$ cat src/rtl/fbw_pkg.sv
package fbw_pkg;

  typedef enum logic [1:0] {
    ST_IDLE  = 2'd0,
    ST_READ  = 2'd1,
    ST_WRITE = 2'd2
  } fbw_state_e;

  localparam int FBW_PAGES = 2;

endpackage

$ cat src/rtl/fbw_req_latch.sv
module fbw_req_latch #(
  parameter int ADDR_W    = 15,
  parameter int DATA_W    = 16,
  parameter int CTRL_W    = 16,
  parameter int PAGE_BIT  = 5,
  parameter int TRANS_BIT = 6
) (
  input  logic                  clk,
  input  logic                  rst_n,
  input  logic                  load,
  input  logic [CTRL_W-1:0]     ctrl_word,
  input  logic [ADDR_W-1:0]     in_addr,
  input  logic [DATA_W-1:0]     in_data,
  input  logic [DATA_W/8-1:0]   in_be,
  output logic [ADDR_W-1:0]     q_addr,
  output logic [DATA_W-1:0]     q_data,
  output logic [DATA_W/8-1:0]   q_be,
  output logic                  q_page,
  output logic                  q_trans
);
  localparam int NB = DATA_W / 8;

  // Back page is the one not on screen: display bit high shows page 1.
  function automatic logic back_page(input logic [CTRL_W-1:0] c);
    return ~c[PAGE_BIT];
  endfunction

  always_ff @(posedge clk) begin
    if (!rst_n) begin
      q_addr  <= '0;
      q_data  <= '0;
      q_be    <= '0;
      q_page  <= 1'b0;
      q_trans <= 1'b0;
    end else if (load) begin
      q_addr  <= in_addr;
      q_data  <= in_data;
      q_be    <= in_be[NB-1:0];
      q_page  <= back_page(ctrl_word);
      q_trans <= ctrl_word[TRANS_BIT];
    end
  end
endmodule

$ cat src/rtl/fbw_seq.sv
module fbw_seq
  import fbw_pkg::*;
#(
  parameter int DATA_W = 16
) (
  input  logic                clk,
  input  logic                rst_n,
  input  logic                req,
  input  logic                trans_now,
  input  logic [DATA_W-1:0]   data,
  input  logic [DATA_W/8-1:0] be,
  output logic                ready,
  output logic                load,
  output logic                acc_drop,
  output logic                rd_phase,
  output logic                wr_phase
);
  fbw_state_e st, st_nx;
  logic accept, drop;

  // A request that cannot change memory retires in the accept cycle.
  function automatic logic is_void(input logic tr, input logic [DATA_W-1:0] d,
                                   input logic [DATA_W/8-1:0] e);
    return (e == '0) || (tr && (d == '0));
  endfunction

  always_comb begin
    accept   = req && (st == ST_IDLE);
    drop     = is_void(trans_now, data, be);
    load     = accept && !drop;
    acc_drop = accept && drop;
    st_nx    = st;
    unique case (st)
      ST_IDLE:  if (load) st_nx = trans_now ? ST_READ : ST_WRITE;
      ST_READ:  st_nx = ST_WRITE;
      ST_WRITE: st_nx = ST_IDLE;
      default:  st_nx = ST_IDLE;
    endcase
  end

  always_ff @(posedge clk) begin
    if (!rst_n) st <= ST_IDLE;
    else        st <= st_nx;
  end

  assign ready    = (st == ST_IDLE);
  assign rd_phase = (st == ST_READ);
  assign wr_phase = (st == ST_WRITE);
endmodule

$ cat src/rtl/fbw_lane_merge.sv
module fbw_lane_merge #(
  parameter int DATA_W = 16
) (
  input  logic              trans,
  input  logic [DATA_W-1:0] new_word,
  input  logic [DATA_W-1:0] old_word,
  output logic [DATA_W-1:0] merged
);
  localparam int NB = DATA_W / 8;

  function automatic logic [7:0] pick(input logic tr, input logic [7:0] n, input logic [7:0] o);
    return (tr && (n == 8'h00)) ? o : n;
  endfunction

  for (genvar b = 0; b < NB; b++) begin : g_lane
    assign merged[b*8 +: 8] = pick(trans, new_word[b*8 +: 8], old_word[b*8 +: 8]);
  end
endmodule

$ cat src/rtl/fbw_page_drive.sv
module fbw_page_drive #(
  parameter int ADDR_W = 15,
  parameter int DATA_W = 16,
  parameter int NPAGE  = 2
) (
  input  logic                      rd_phase,
  input  logic                      wr_phase,
  input  logic                      page,
  input  logic [ADDR_W-1:0]         addr,
  input  logic [DATA_W-1:0]         wdata,
  input  logic [DATA_W/8-1:0]       be,
  output logic [NPAGE-1:0]          ram_cs,
  output logic [NPAGE-1:0]          ram_we,
  output logic [NPAGE*DATA_W/8-1:0] ram_be,
  output logic [NPAGE*ADDR_W-1:0]   ram_addr,
  output logic [NPAGE*DATA_W-1:0]   ram_wdata
);
  localparam int NB = DATA_W / 8;

  for (genvar p = 0; p < NPAGE; p++) begin : g_page
    logic hit;
    assign hit                        = (int'(page) == p);
    assign ram_cs[p]                  = hit && (rd_phase || wr_phase);
    assign ram_we[p]                  = hit && wr_phase;
    assign ram_be[p*NB +: NB]         = (hit && wr_phase) ? be : '0;
    assign ram_addr[p*ADDR_W +: ADDR_W] = addr;
    assign ram_wdata[p*DATA_W +: DATA_W] = wdata;
  end
endmodule

$ cat src/rtl/fbw_merge_port.sv
module fbw_merge_port
  import fbw_pkg::*;
#(
  parameter int ADDR_W    = 15,
  parameter int DATA_W    = 16,
  parameter int CTRL_W    = 16,
  parameter int PAGE_BIT  = 5,
  parameter int TRANS_BIT = 6
) (
  input  logic                          clk,
  input  logic                          rst_n,
  input  logic [CTRL_W-1:0]             ctrl_word,
  input  logic                          wr_req,
  input  logic [ADDR_W-1:0]             wr_addr,
  input  logic [DATA_W-1:0]             wr_data,
  input  logic [DATA_W/8-1:0]           wr_be,
  output logic                          wr_ready,
  output logic [FBW_PAGES-1:0]          ram_cs,
  output logic [FBW_PAGES-1:0]          ram_we,
  output logic [FBW_PAGES*DATA_W/8-1:0] ram_be,
  output logic [FBW_PAGES*ADDR_W-1:0]   ram_addr,
  output logic [FBW_PAGES*DATA_W-1:0]   ram_wdata,
  input  logic [FBW_PAGES*DATA_W-1:0]   ram_rdata
);
  localparam int NB    = DATA_W / 8;
  localparam int NPAGE = FBW_PAGES;

  // Event wires brought out for the checker.
  logic load, acc_drop, rd_phase, wr_phase;
  logic [ADDR_W-1:0] q_addr;
  logic [DATA_W-1:0] q_data, old_word, merged;
  logic [NB-1:0]     q_be;
  logic              q_page, q_trans;
  logic              unused_ctrl;

  assign unused_ctrl = ^ctrl_word;

  function automatic logic [DATA_W-1:0] page_word(input logic [NPAGE*DATA_W-1:0] bus,
                                                  input logic pg);
    return bus[int'(pg)*DATA_W +: DATA_W];
  endfunction

  fbw_seq #(.DATA_W(DATA_W)) u_seq (
    .clk(clk), .rst_n(rst_n), .req(wr_req), .trans_now(ctrl_word[TRANS_BIT]),
    .data(wr_data), .be(wr_be), .ready(wr_ready), .load(load),
    .acc_drop(acc_drop), .rd_phase(rd_phase), .wr_phase(wr_phase)
  );

  fbw_req_latch #(
    .ADDR_W(ADDR_W), .DATA_W(DATA_W), .CTRL_W(CTRL_W),
    .PAGE_BIT(PAGE_BIT), .TRANS_BIT(TRANS_BIT)
  ) u_latch (
    .clk(clk), .rst_n(rst_n), .load(load), .ctrl_word(ctrl_word),
    .in_addr(wr_addr), .in_data(wr_data), .in_be(wr_be),
    .q_addr(q_addr), .q_data(q_data), .q_be(q_be), .q_page(q_page), .q_trans(q_trans)
  );

  assign old_word = page_word(ram_rdata, q_page);

  fbw_lane_merge #(.DATA_W(DATA_W)) u_merge (
    .trans(q_trans), .new_word(q_data), .old_word(old_word), .merged(merged)
  );

  fbw_page_drive #(.ADDR_W(ADDR_W), .DATA_W(DATA_W), .NPAGE(NPAGE)) u_drive (
    .rd_phase(rd_phase), .wr_phase(wr_phase), .page(q_page), .addr(q_addr),
    .wdata(merged), .be(q_be), .ram_cs(ram_cs), .ram_we(ram_we), .ram_be(ram_be),
    .ram_addr(ram_addr), .ram_wdata(ram_wdata)
  );
endmodule

$ cat config.mk
export PLATFORM = sky130hd
export DESIGN_NAME = fbw_merge_port
export DESIGN_NICKNAME = d
export VERILOG_FILES = /design/src/rtl/fbw_pkg.sv /design/src/rtl/fbw_req_latch.sv /design/src/rtl/fbw_seq.sv /design/src/rtl/fbw_lane_merge.sv /design/src/rtl/fbw_page_drive.sv /design/src/rtl/fbw_merge_port.sv
export SDC_FILE = /design/constraint.sdc
export NUM_CORES = 1
export LEC_CHECK = 0
export BUFFER_PORTS_ARGS = -buffer_cell sky130_fd_sc_hd__clkbuf_2
export CAP_MARGIN = 20
export CORE_UTILIZATION = 38
export DETAILED_ROUTE_END_ITERATION = 6
export GPL_ROUTABILITY_DRIVEN = 0
export PLACE_DENSITY = 0.87
export SETUP_SLACK_MARGIN = 0.4
export SLEW_MARGIN = 15
export SYNTH_ARGS = -nofsm -noshare
export SYNTH_HDL_FRONTEND = slang
export SYNTH_SLANG_ARGS = --single-unit
$ cat constraint.sdc
create_clock -name clk -period 1.77 [get_ports clk]
set_input_delay 0.531 -clock clk [delete_from_list [all_inputs] [get_ports clk]]
set_output_delay 0.531 -clock clk [all_outputs]
set_load 0.02 [all_outputs]
==> flow_results.xml <==
<?xml version="1.0" encoding="UTF-8"?>
<metrics>
  <group name="status">
    <metric name="outcome" unit="">complete, but fails checks</metric>
    <metric name="violations" unit="">setup timing</metric>
  </group>
  <group name="clock_tree">
    <metric name="cts_max_level" unit="">2</metric>
    <metric name="root_buffer" unit="">sky130_fd_sc_hd__clkbuf_8</metric>
    <metric name="clock_tree_from_tritoncts" unit="">done</metric>
    <metric name="number_of_buffers_created_by_cts" unit="">5</metric>
    <metric name="cts-root-to-sink-buffers" unit="">2</metric>
    <metric name="clkSinkCount" unit="">37</metric>
    <metric name="worstSkewPairLatency" unit="ps">280</metric>
    <metric name="clk_pin_slew" unit="ps">80</metric>
  </group>
  <group name="job">
    <metric name="timing.max_cap.violations" unit="">0</metric>
  </group>
  <group name="timing">
    <metric name="slew-limit-headroom" unit="">0.760</metric>
    <metric name="timing.final.hold_violations" unit="">0</metric>
    <metric name="worst_pin_slew" unit="ps">350</metric>
    <metric name="slew_viol_final" unit="">0</metric>
    <metric name="layout_min_cycle_time" unit="ps">2240</metric>
    <metric name="max_clock_skew" unit="ps">7.36</metric>
    <metric name="setup_viol" unit="">34</metric>
    <metric name="fin_tns_setup" unit="ps">-14300</metric>
    <metric name="min_period_over_period" unit="">1.26</metric>
    <metric name="achievable-frequency" unit="MHz">447</metric>
    <metric name="grt_setup_unrepaired" unit="">yes</metric>
    <metric name="holdWs" unit="ps">465</metric>
    <metric name="setup_ws" unit="ps">-466</metric>
  </group>
  <group name="drt">
    <metric name="drt-vias-per-instance" unit="">4.87</metric>
    <metric name="vias" unit="">2407</metric>
    <metric name="drtPass1Iterations" unit="">3</metric>
    <metric name="final_antenna_net_count" unit="">0</metric>
    <metric name="wirelength" unit="mm">7.49</metric>
    <metric name="route.detailed.wl_per_inst" unit="µm">15.2</metric>
    <metric name="post-route-drc-count" unit="">0</metric>
    <metric name="iteration_0_drc_markers" unit="">77</metric>
  </group>
  <group name="die">
    <metric name="placementRows" unit="">27</metric>
    <metric name="effective_utilization_at_floorplan" unit="">0.400</metric>
    <metric name="design.die.area" unit="mm²">0.00618</metric>
    <metric name="floorplan.core_area" unit="mm²">0.00557</metric>
    <metric name="top_level_pins" unit="">155</metric>
    <metric name="dieHeight" unit="µm">78.6</metric>
    <metric name="die_width" unit="µm">78.6</metric>
  </group>
  <group name="yosys">
    <metric name="synth_compound_gate_area_share" unit="">0.0970</metric>
    <metric name="synth_nets" unit="">349</metric>
    <metric name="synthAdderAreaFrac" unit="">0.0168</metric>
    <metric name="synth.top_cells.by_count" unit="">67 x sky130_fd_sc_hd__nand2_1, 47 x sky130_fd_sc_hd__mux2i_1, 37 x sky130_fd_sc_hd__dfxtp_1</metric>
    <metric name="synth_top_family_by_area" unit="">multiplexers</metric>
    <metric name="synth_simple_gate_area_frac" unit="">0.191</metric>
    <metric name="synth_area_leaders" unit="">sky130_fd_sc_hd__dfxtp_1 33%, sky130_fd_sc_hd__mux2i_1 21%, sky130_fd_sc_hd__nand2_1 11%</metric>
    <metric name="synth_enable_flop_cells" unit="">0</metric>
    <metric name="postSynth.asyncResetShare" unit="">0</metric>
    <metric name="synthMostInstantiatedCell" unit="">sky130_fd_sc_hd__nand2_1</metric>
    <metric name="synth-seq-cells" unit="">37</metric>
    <metric name="synth-seq-area-share" unit="">0.332</metric>
    <metric name="post-synth-top-area-cell" unit="">sky130_fd_sc_hd__dfxtp_1</metric>
    <metric name="synthFlopType" unit="">sky130_fd_sc_hd__dfxtp_1</metric>
    <metric name="synthCells" unit="">262</metric>
    <metric name="yosysTopAreaCellShare" unit="">0.332</metric>
    <metric name="ys.warnings.count" unit="">0</metric>
    <metric name="synth.mux.area_fraction" unit="">0.211</metric>
    <metric name="synthesis.area" unit="mm²">0.00223</metric>
    <metric name="synth-xor-area-share" unit="">0</metric>
    <metric name="post_synth.cell_area_avg" unit="µm²">8.51</metric>
    <metric name="synth_cell_types" unit="">28</metric>
  </group>
  <group name="placed_design">
    <metric name="port_buffers" unit="">140</metric>
    <metric name="dp_hpwl" unit="mm">4.46</metric>
    <metric name="place.detailed.instances" unit="">453</metric>
    <metric name="place_area" unit="mm²">0.00322</metric>
  </group>
  <group name="worst_setup_path">
    <metric name="timing.rr.end" unit="">u_latch.q_data[5]$_SDFFE_PN0P_</metric>
    <metric name="regToRegStartpoint" unit="">u_seq.st[1]$_SDFFE_PN0P_</metric>
    <metric name="critical_path.endpoint_type" unit="">output pin</metric>
    <metric name="arrival" unit="ps">1710</metric>
    <metric name="regToRegSetupSlack" unit="ps">100</metric>
    <metric name="timing.critical_path.required" unit="ps">1240</metric>
    <metric name="timing.setup.critical_path_class" unit="">flop to output pin</metric>
    <metric name="family_of_cells_with_the_greatest_summed_delay_on_the_critical_path" unit="">simple AND/OR/NAND/NOR gates</metric>
    <metric name="slowest_stage" unit="">sky130_fd_sc_hd__dfxtp_2</metric>
    <metric name="worst_path_cell_trace" unit="">nor4b_4 -&gt; nand2_1 -&gt; or2_1 -&gt; buf_12 -&gt; o21bai_4 -&gt; clkbuf_8</metric>
    <metric name="setup.worst_path.start_class" unit="">flop</metric>
    <metric name="crit_fanout" unit="">7</metric>
    <metric name="max_stage_delay" unit="ps">330</metric>
    <metric name="critPathBufInv" unit="">2</metric>
    <metric name="worst_r2r_path_depth" unit="">8</metric>
  </group>
  <group name="layout">
    <metric name="area_growth" unit="%">95.4</metric>
    <metric name="ff_latch_area" unit="µm²">752</metric>
    <metric name="layout.cell_area.non_filler" unit="mm²">0.00436</metric>
    <metric name="final.fill_count" unit="">338</metric>
    <metric name="final_layout_size_suffix_gt1_frac" unit="">0.623</metric>
    <metric name="stdcell_count" unit="">494</metric>
    <metric name="num_antenna_cells" unit="">0</metric>
    <metric name="finish.net_count" unit="">508</metric>
    <metric name="multi_input_comb_area" unit="mm²">0.00153</metric>
  </group>
  <group name="global_route">
    <metric name="globalRoute.totalOverflow" unit="">0</metric>
    <metric name="grt_start_max_net_pins" unit="">36</metric>
    <metric name="grt_usage" unit="">0.231</metric>
    <metric name="wire_length_of_the_first_global_routing_pass" unit="mm">11.0</metric>
    <metric name="first_global_vias" unit="">2309</metric>
    <metric name="antenna_violations_before_repair" unit="">0</metric>
  </group>
  <group name="hold_path">
    <metric name="hold-path-cell-count" unit="">3</metric>
    <metric name="hold_start" unit="">wr_addr[11]</metric>
    <metric name="worstHoldEndpoint" unit="">u_latch.q_addr[11]$_SDFFE_PN0P_</metric>
    <metric name="timing.hold.worst.class" unit="">primary input to flop</metric>
  </group>
  <group name="power_and_ir_drop">
    <metric name="vdd_drop_max" unit="mV">0.543</metric>
    <metric name="power_density_normalized_to_cell_area" unit="mW/mm²">828</metric>
    <metric name="totalPowerFinal" unit="mW">3.61</metric>
    <metric name="cellLeakagePower" unit="nW">2.04</metric>
  </group>
</metrics>
-- repair_timing --
action,4_1_cts,5_1_grt
endpoints found under the hold margin,0,0
hold buffers,0,0
setup buffers,16,12
cloned,5,0
pin swaps,12,12
setup endpoints to repair,77,106
gates resized for setup,104,110
-- worst max-delay path by stage --
stage | from | to | depth (start not counted)
floorplan | u_latch.q_data[12]$_SDFFE_PN0P_ | ram_wdata[24] | 6
global placement | u_latch.q_data[12]$_SDFFE_PN0P_ | ram_wdata[9] | 6
detailed placement | u_latch.q_data[12]$_SDFFE_PN0P_ | ram_wdata[9] | 6
CTS | u_latch.q_data[12]$_SDFFE_PN0P_ | ram_wdata[9] | 6
global route | u_latch.q_data[5]$_SDFFE_PN0P_ | ram_wdata[21] | 6
finish | u_latch.q_data[12]$_SDFFE_PN0P_ | ram_wdata[9] | 6
-- cell type report --
cell class,count,share of cell area
clock inverters,1,0.00689
multi-input cells,174,0.351
clock buffers,7,0.0198
repair buffers,200,0.426
inverters,3,0.00316
flip-flops and latches,37,0.173
well taps,72,0.0207
-- report_power, final --
group	internal, mW	switching [mW]	leakage, nW
Combinational	1.05	0.806	1.67
Clock	0.459	0.294	0.0585
Sequential	0.927	0.0746	0.307
Total	2.44	1.17	2.04
-- layout by cell type, fill, tap and decap left out, drive strengths merged, types with 5 or more instances in the layout --
master,instances
nand3,5
buf,113
o21bai,16
mux2i,47
clkbuf,94
o21ai,6
nand2,67
dfxtp,37
-- through the flow --
stage	utilization	setup slack, ps
2_1_floorplan	-	-154
3_3_place_gp	0.577	-168
3_5_place_dp	0.577	-176
4_1_cts	0.726	-483
5_1_grt	0.782	-583
6_report	0.782	-466
-- state kept, by name (all words and copies together), names as in the netlist --
| name | count |
|---|---|
| u_latch.q_data | 16 |
| u_latch.q_addr | 15 |
| u_latch.q_be | 2 |
| u_seq.st | 2 |
| u_latch.q_page | 1 |
| u_latch.q_trans | 1 |
-- cell families after synthesis --
group,Yosys count
AND/OR/NAND/NOR,94
buffers and inverters,51
multiplexers,47
flip-flops,37
AO/OA/AOI/OAI,30
adder cells (fa/ha/maj),3
-- metal layers --
layer | GRT usage | vias to the layer above | routed length, µm
met3 | 0.0558 | 18 | 489
li1 | - | 1175 | -
met2 | 0.443 | 113 | 3910
met5 | 0 | - | 0
met4 | 0.0796 | 0 | 211
met1 | 0.240 | 1101 | 2880
-- tightest hold or removal path: cells and delay by family --
family / cells / cell delay (ps)
simple gates: 1 / 50
buf+inv: 1 / 80
mux: 1 / 50
Note: power is estimated with default switching activity, not from simulation.
